[src/rtl/tcs_pkg.sv]
package tcs_pkg;

   localparam int TRIG_N  = 4;
   localparam int IDX_CH0 = TRIG_N;
   localparam int IDX_CH1 = TRIG_N + 1;
   localparam int IDX_ETR = TRIG_N + 2;
   localparam int IN_W    = TRIG_N + 3;

   localparam logic [2:0] MODE_EXT_EDGE = 3'b111;

   localparam logic [2:0] SEL_CH0_ANY = 3'd4;
   localparam logic [2:0] SEL_CH0_POL = 3'd5;
   localparam logic [2:0] SEL_CH1_POL = 3'd6;
   localparam logic [2:0] SEL_ETR     = 3'd7;

   typedef struct packed {
      logic       pol1;
      logic       pol0;
      logic       ext_en;
      logic [2:0] tsel;
      logic [2:0] mode;
   } tcs_cfg_t;

   function automatic tcs_cfg_t unpack_cfg(input logic [15:0] d);
      tcs_cfg_t c;
      c.mode   = d[2:0];
      c.tsel   = d[6:4];
      c.ext_en = d[8];
      c.pol0   = d[12];
      c.pol1   = d[13];
      return c;
   endfunction

endpackage

[src/rtl/tcs_edge_det.sv]
module tcs_edge_det #(
   parameter int W = 7
) (
   input  logic         clk,
   input  logic         rst_n,
   input  logic [W-1:0] sig_i,
   output logic [W-1:0] rise_o,
   output logic [W-1:0] fall_o
);

   logic [W-1:0] last_q;

   generate
      for (genvar i = 0; i < W; i++) begin : g_bit
         always_ff @(posedge clk) begin
            if (!rst_n) last_q[i] <= 1'b0;
            else        last_q[i] <= sig_i[i];
         end
         assign rise_o[i] = sig_i[i] & ~last_q[i];
         assign fall_o[i] = ~sig_i[i] & last_q[i];
      end
   endgenerate

endmodule

[src/rtl/tcs_src_mux.sv]
module tcs_src_mux
   import tcs_pkg::*;
(
   input  tcs_cfg_t        cfg,
   input  logic            cnt_en,
   input  logic [IN_W-1:0] rise,
   input  logic [IN_W-1:0] fall,
   output logic            pulse_o
);

   logic sel_edge;

   always_comb begin
      sel_edge = 1'b0;
      case (cfg.tsel)
         SEL_CH0_ANY: sel_edge = rise[IDX_CH0] | fall[IDX_CH0];
         SEL_CH0_POL: sel_edge = cfg.pol0 ? fall[IDX_CH0] : rise[IDX_CH0];
         SEL_CH1_POL: sel_edge = cfg.pol1 ? fall[IDX_CH1] : rise[IDX_CH1];
         SEL_ETR:     sel_edge = rise[IDX_ETR];
         default:     sel_edge = rise[cfg.tsel[1:0]];
      endcase
   end

   always_comb begin
      if (cfg.ext_en)                     pulse_o = rise[IDX_ETR];
      else if (cfg.mode == MODE_EXT_EDGE) pulse_o = sel_edge;
      else                                pulse_o = cnt_en;
   end

endmodule

[src/rtl/tcs_prescaler.sv]
module tcs_prescaler #(
   parameter int PSC_W   = 16,
   parameter bit OUT_REG = 1'b1
) (
   input  logic             clk,
   input  logic             rst_n,
   input  logic             upd_i,
   input  logic             pulse_i,
   input  logic [PSC_W-1:0] pre_i,
   output logic [PSC_W-1:0] act_o,
   output logic [PSC_W-1:0] cnt_o,
   output logic             tick_o
);

   logic [PSC_W-1:0] act_q;
   logic [PSC_W-1:0] cnt_q;
   logic             wrap;

   assign wrap = pulse_i & ~upd_i & (cnt_q == act_q);

   always_ff @(posedge clk) begin
      if (!rst_n) begin
         act_q <= '0;
         cnt_q <= '0;
      end else if (upd_i) begin
         act_q <= pre_i;
         cnt_q <= '0;
      end else if (pulse_i) begin
         cnt_q <= wrap ? '0 : cnt_q + 1'b1;
      end
   end

   generate
      if (OUT_REG) begin : g_reg_out
         logic tick_q;
         always_ff @(posedge clk) begin
            if (!rst_n) tick_q <= 1'b0;
            else        tick_q <= wrap;
         end
         assign tick_o = tick_q;
      end else begin : g_comb_out
         assign tick_o = wrap;
      end
   endgenerate

   assign act_o = act_q;
   assign cnt_o = cnt_q;

endmodule

[src/rtl/tmr_clksel_psc.sv]
module tmr_clksel_psc
   import tcs_pkg::*;
#(
   parameter int PSC_W   = 16,
   parameter int DATA_W  = 16,
   parameter bit OUT_REG = 1'b1
) (
   input  logic              clk,
   input  logic              rst_n,
   input  logic              wr_en,
   input  logic              wr_addr,
   input  logic [DATA_W-1:0] wr_data,
   input  logic              cnt_en,
   input  logic              upd_evt,
   input  logic [3:0]        trig_i,
   input  logic              ch0_i,
   input  logic              ch1_i,
   input  logic              etr_i,
   output logic              psc_tick
);

   localparam int CFG_W = 16;

   generate
      if (PSC_W < 1 || PSC_W > DATA_W) begin : g_bad_psc
         $error("PSC_W must lie in 1..DATA_W");
      end
      if (DATA_W < CFG_W) begin : g_bad_data
         $error("DATA_W must hold the configuration word");
      end
      if (TRIG_N != 4) begin : g_bad_trig
         $error("select codes assume four trigger inputs");
      end
   endgenerate

   tcs_cfg_t         cfg_q;
   logic [PSC_W-1:0] psc_pre;
   logic [PSC_W-1:0] psc_act;
   logic [PSC_W-1:0] psc_cnt;
   logic [IN_W-1:0]  in_vec;
   logic [IN_W-1:0]  in_rise;
   logic [IN_W-1:0]  in_fall;
   logic             src_pulse;
   logic             unused_wr_bits;

   assign unused_wr_bits = ^wr_data;

   always_ff @(posedge clk) begin
      if (!rst_n) begin
         cfg_q   <= '0;
         psc_pre <= '0;
      end else if (wr_en) begin
         if (!wr_addr) cfg_q   <= unpack_cfg(wr_data[CFG_W-1:0]);
         else          psc_pre <= wr_data[PSC_W-1:0];
      end
   end

   assign in_vec = {etr_i, ch1_i, ch0_i, trig_i};

   tcs_edge_det #(.W(IN_W)) u_edge (
      .clk    (clk),
      .rst_n  (rst_n),
      .sig_i  (in_vec),
      .rise_o (in_rise),
      .fall_o (in_fall)
   );

   tcs_src_mux u_mux (
      .cfg     (cfg_q),
      .cnt_en  (cnt_en),
      .rise    (in_rise),
      .fall    (in_fall),
      .pulse_o (src_pulse)
   );

   tcs_prescaler #(.PSC_W(PSC_W), .OUT_REG(OUT_REG)) u_psc (
      .clk     (clk),
      .rst_n   (rst_n),
      .upd_i   (upd_evt),
      .pulse_i (src_pulse),
      .pre_i   (psc_pre),
      .act_o   (psc_act),
      .cnt_o   (psc_cnt),
      .tick_o  (psc_tick)
   );

endmodule

[config.mk]
export PLATFORM = sky130hd
export DESIGN_NAME = tmr_clksel_psc
export DESIGN_NICKNAME = d
export VERILOG_FILES = /design/src/rtl/tcs_pkg.sv /design/src/rtl/tcs_edge_det.sv /design/src/rtl/tcs_src_mux.sv /design/src/rtl/tcs_prescaler.sv /design/src/rtl/tmr_clksel_psc.sv
export SDC_FILE = /design/constraint.sdc
export NUM_CORES = 1
export LEC_CHECK = 0
export ABC_AREA = 0
export BUFFER_PORTS_ARGS = -buffer_cell sky130_fd_sc_hd__buf_2
export CAP_MARGIN = 5
export CORE_UTILIZATION = 47
export DETAILED_ROUTE_END_ITERATION = 16
export PLACE_DENSITY = 0.7
export SLEW_MARGIN = 40
export SYNTH_ARGS = -nofsm -noshare
export SYNTH_HDL_FRONTEND = slang
export SYNTH_SLANG_ARGS = --single-unit
[constraint.sdc]
create_clock -name clk -period 2.76 [get_ports clk]
set_input_delay 0.828 -clock clk [delete_from_list [all_inputs] [get_ports clk]]
set_output_delay 0.828 -clock clk [all_outputs]
set_load 0.005 [all_outputs]
# Word-level counts from Yosys, hierarchy flattened
# Cells that the tools add are included.
# W data, S select, Z words.
[totals]
inputBits = 29
out_inout_bits = 1
ff_bits = 65
word_cells = 59
[op_classes]
bitwise_logic = 24
mux = 8
addsub = 1
eq_ne = 6
n_lt_le_gt_ge = 1
n_reduce_logical = 3
[ops]
columns = ["op", "count"]
rows = [
  ["$add A16 B1 Y16 const B", 1],
  ["$eq A16 B16 Y1", 1],
  ["$mux W16", 1],
  ["$eq A3 B3 Y1 const B", 5],
  ["$not A1 Y1", 12],
  ["$and A1 B1 Y1", 11],
  ["$mux W1", 5],
  ["$lt A2 B4 Y1 const B", 1],
  ["$pmux W1 S4", 1],
  ["$reduce_and A2 Y1", 2],
  ["$bmux W1 S2", 1],
  ["$reduce_or A2 Y1", 1],
  ["$or A1 B1 Y1", 1],
]

# Longest topological paths before layout
[depth]
word_depth = 10
depth_mapped = 10
mapped_depth_nobuf = 8

# Hierarchy
# From an unflattened synthesis, not the netlist that was laid out.
[unflattened]
cells_unflattened = 296
area_unflattened_um2 = 2830.2
[modules_own_cells]
columns = ["module", "cells_each", "area_per_inst_um2", "instances", "seq_area_each_um2"]
rows = [
  ["tcs_prescaler", 155, 1480.2, 1, 660.6],
  ["tmr_clksel_psc", 103, 968.4, 1, 500.5],
  ["tcs_edge_det", 28, 271.5, 1, 140.1],
  ["tcs_src_mux", 10, 110.1, 1, 0.0],
]

# Least setup slack after synthesis
# OpenSTA, ideal clock, no wires.
[synth_timing]
path_type = "input to register"
from = "input port ch0_i"
to = "register u_psc.cnt_q[13] (netlist: u_psc.cnt_o[13])"
n_path_buf = 2
setup_time_ns = 0.117
setup_slack_ns = 0.300
path_stages = 10
required_time_ns = 2.643
arrival_ns = 2.343
path_cell_list = "inv_1 -> ha_1 -> nor2b_1 -> a31oi_1 -> a21oi_1 -> o21a_1 -> buf_6 -> buf_6 -> a22o_1 -> a22o_1"
[synth_between]
elab_chain_cells = 9
word_cells_on_any_way = 11
cone_classes = "mux: 5; bitwise: 6"
[synth_rtl]
columns = ["element", "line_no", "rtl"]
rows = [
  ["start, declared", "tmr_clksel_psc.sv:16", "input logic ch0_i,"],
  ["$not A1 Y1", "tcs_edge_det.sv:20", "assign fall_o[i] = ~sig_i[i] & last_q[i];"],
  ["$and A1 B1 Y1", "tcs_edge_det.sv:20", ""],
  ["$mux W1 / $or A1 B1 Y1 (equally long branches)", "tcs_src_mux.sv:17, tcs_src_mux.sv:16", ""],
  ["$pmux W1 S4 (*)", "tcs_src_mux.sv:15", "case (cfg.tsel)"],
  ["$mux W1 (*)", "tcs_src_mux.sv:26", "else if (cfg.mode == MODE_EXT_EDGE) pulse_o = sel_edge;"],
  ["$mux W1 (*)", "tcs_src_mux.sv:25", "if (cfg.ext_en) pulse_o = rise[IDX_ETR];"],
  ["$and A1 B1 Y1 (2 in series)", "tcs_prescaler.sv:19", "assign wrap = pulse_i & ~upd_i & (cnt_q == act_q);"],
  ["$mux W16", "tcs_prescaler.sv:29", "cnt_q <= wrap ? '0 : cnt_q + 1'b1;"],
  ["end signal, assigned", "tcs_prescaler.sv:29", ""],
  ["end, declared", "tcs_prescaler.sv:16", "logic [PSC_W-1:0] cnt_q;"],
]
# Every way passes the cells marked *; elsewhere a longest branch is shown, timed or not.
# A chain may end at the register's enable or synchronous reset.

# Final worst setup path
# Same ends and word-level chain as after synthesis.

==> impl_metrics.ini <==
[power]
switching_share_pct = 23.3
cellPowerDensity_nw_per_um2 = 600
power_leakage_nw = 1.33
internal_power_w = 0.00158
ir_drop_v = 0.000522
p_comb_share_pct = 8.2
p_sw_w = 0.000478
p_clk_share_pct = 43.7
power.sequential.fraction_pct = 48.0

[critical_path]
start_kind = primary input
reg2reg_from = cfg_q[3]
r2r_cells = 6
r2r-end = u_psc.cnt_o[13]
worst_setup_path_end_kind = register
crit_chain = buf_2, inv_1, ha_1, nor2b_1, a31oi_1, a21oi_1, o21a_1, nor2b_1, a22o_1
path_max_fanout = 10
critPathSlowestCell = nor2b_1
slowest_delay_ns = 0.58
crit_arrival_ns = 2.69
worstSetupPathType = primary input to register
required_ns = 3.04
cp_common_cell = nor2b_1
ff2ff_setup_slack_ns = 0.60

[synth]
netlist_top_cells_count = dfxtp_1, nand2_1, a21boi_0
synthesis.nets = 368
synth_area_sq_um = 3020
ys_seq_area_share_pct = 43.1
avgSynthCellArea_sq_um = 8.99
async_reset_ff_share_pct = 0
synth-edff-count = 0
synthFlopType = dfxtp_1
ys_seq_elements = 65
yosys-top-cells-area = dfxtp_1, nand2_1, a21boi_0
post-synth-top-count-cell = dfxtp_1
yosysTopAreaCell = dfxtp_1
yosys_warnings = 0
syn_inst = 336
synthDistinctLibCells = 43
synth.top_cell.area_share_pct = 43.1

[timing]
finalMaxSlewViolations = 0
min_period_ns = 2.41
period_share_pct = 87.2
whs_ns = 0.465
hold_violations = 0
setup_violations = 0
setup_tns_ns = 0
clock_skew_ns = 0.00724
tightest_slew_ns = 0.719
rsz0062_at_grt = false
max_clock_freq_mhz = 415
relSlewSlack_pct = 52.0

[clock_network]
clock-sinks = 65
clk_latency_ns = 0.34
clk_pin_slew_ns = 0.07
post_cts_buffers = 0
cts.path.max_buffers = 2
hold_buffers = 0
numCtsBuffers = 9
cts_resized = 0
cts_tree = yes
cts-htree-levels = 3
cts-root-buf = clkbuf_8

[die]
coreArea_sq_um = 6060
start_util_pct = 49.8
dieArea_sq_um = 6750
io_pins = 30
die_h_um = 82.2
die_w_um = 82.2
rows = 28

[min_path]
whs_endpoint = cfg_q[1]
hold_path_class = register to register
whs_path_depth = 2
worstHoldStart = cfg_q[1]

[cells_and_area]
fill_cells = 559
synthToLayoutAreaGrowth_pct = 13.3
nNetsFinal = 392
layout-drive-gt1-share_pct = 15.1
finalCoreUtilization_pct = 56.4
antennaDiodeCount = 0

[global_routing]
grt_max_degree = 50
use_met3_pct = 4.73
grt_overflow = 0
grt_most_used_layer = met2
grt_pass1_wl_um = 10100
grt_pass1_vias = 2169
use_met2_pct = 32.8
use_met1_pct = 24.9
grt_usage_pct = 20.3
antenna_found_initial = 0

[run]
maxCapViolations = 0

[route]
wl_per_cell_um = 13.8
firstDrtPassIters = 4
postRouteAntennaNets = 0
vias = 2325
finalWirelength_um = 6070
drc = 0
viasPerCell = 5.30
initialDrtViolationCount = 76

[placement]
hpwl_um = 4270
gp_congestion = 0.851
portBuffers = 29

[status]
status = complete, no violations
worst max-delay path by stage:
stage	to	from
detailed placement	u_psc.cnt_o[9]	ch0_i
global placement	u_psc.cnt_o[12]	ch0_i
floorplan	u_psc.cnt_o[13]	ch0_i
finish	u_psc.cnt_o[13]	ch0_i
CTS	u_psc.cnt_o[13]	ch0_i
global route	u_psc.cnt_o[13]	ch0_i
state kept, by name, summed over array words and instances, names as in the netlist:
name           flops
u_edge.last_q      7
u_psc.act_o       16
psc_pre           16
cfg_q              9
u_psc.cnt_o       16
u_psc.tick_o       1
cell usage in the layout, fill, tap and decap left out, types with 16 or more instances in the layout:
master	n
a21boi_0	25
a22o_1	20
buf_2	29
dfxtp_1	65
mux2i_1	17
nand2_1	57
nor2_1	16
nor2b_1	21
xnor2_1	17
kinds of logic (layout without fill, tap and decap cells):
group                    count (synthesis)  in the layout  share of synthesized area (%)
AND/OR/NAND/NOR                        144            144                           24.4
multiplexers                            17             17                           5.64
XOR/XNOR                                19             19                           5.51
flip-flops                              65             65                           43.1
buffers and inverters                   27             55                           3.94
adder cells (fa/ha/maj)                  3              3                           1.24
AO/OA/AOI/OAI                           61             61                           16.2
metal layers:
metal | part of all wire [%] | vias to the layer above
li1 | - | 1209
met1 | 49 | 1060
met2 | 46 | 44
met3 | 3.2 | 12
met4 | 2.0 | 0
met5 | 0 | -
stage by stage:
| step | area [sq um] | instances | total power, W | setup WS, ns |
|---|---|---|---|---|
| after floorplan | 3020 | 336 | 0.00112 | 0.300 |
| after global placement | 3200 | 424 | 0.00117 | 0.0491 |
| after detailed placement | 3200 | 424 | 0.00118 | 0.0272 |
| after CTS | 3420 | 439 | 0.00207 | 0.376 |
| after global routing | 3420 | 439 | 0.00214 | 0.147 |
| final | 3420 | 439 | 0.00205 | 0.352 |
worst max-delay path, delay by kind of cell:
family | cells | cell delay, ns
simple gates | 2 | 0.70
buf+inv | 2 | 0.13
fa+ha+maj | 1 | 0.26
compound gates | 4 | 0.76
cell type report:
cell class	count	area (sq um)	share of cell area (%)
tap	75	93.8	2.74
clock buffer	10	138	4.02
sequential	65	1300	38.0
timing repair buffer	35	190	5.56
inverter	5	18.8	0.549
multi-input combinational	244	1600	46.7
clock inverter	5	80.1	2.34
power by group through the flow:
| stage | logic [W] | clock network, W | registers, W |
|---|---|---|---|
| 3_3_place_gp | 0.000166 | 0 | 0.00101 |
| 6_report | 0.000169 | 0.000898 | 0.000986 |
| 4_1_cts | 0.000170 | 0.000913 | 0.000987 |
| 3_5_place_dp | 0.000169 | 0 | 0.00101 |
| 2_1_floorplan | 0.000122 | 0 | 0.00100 |
| 5_1_grt | 0.000189 | 0.000961 | 0.000989 |
Power figures use the tool's default switching activity.
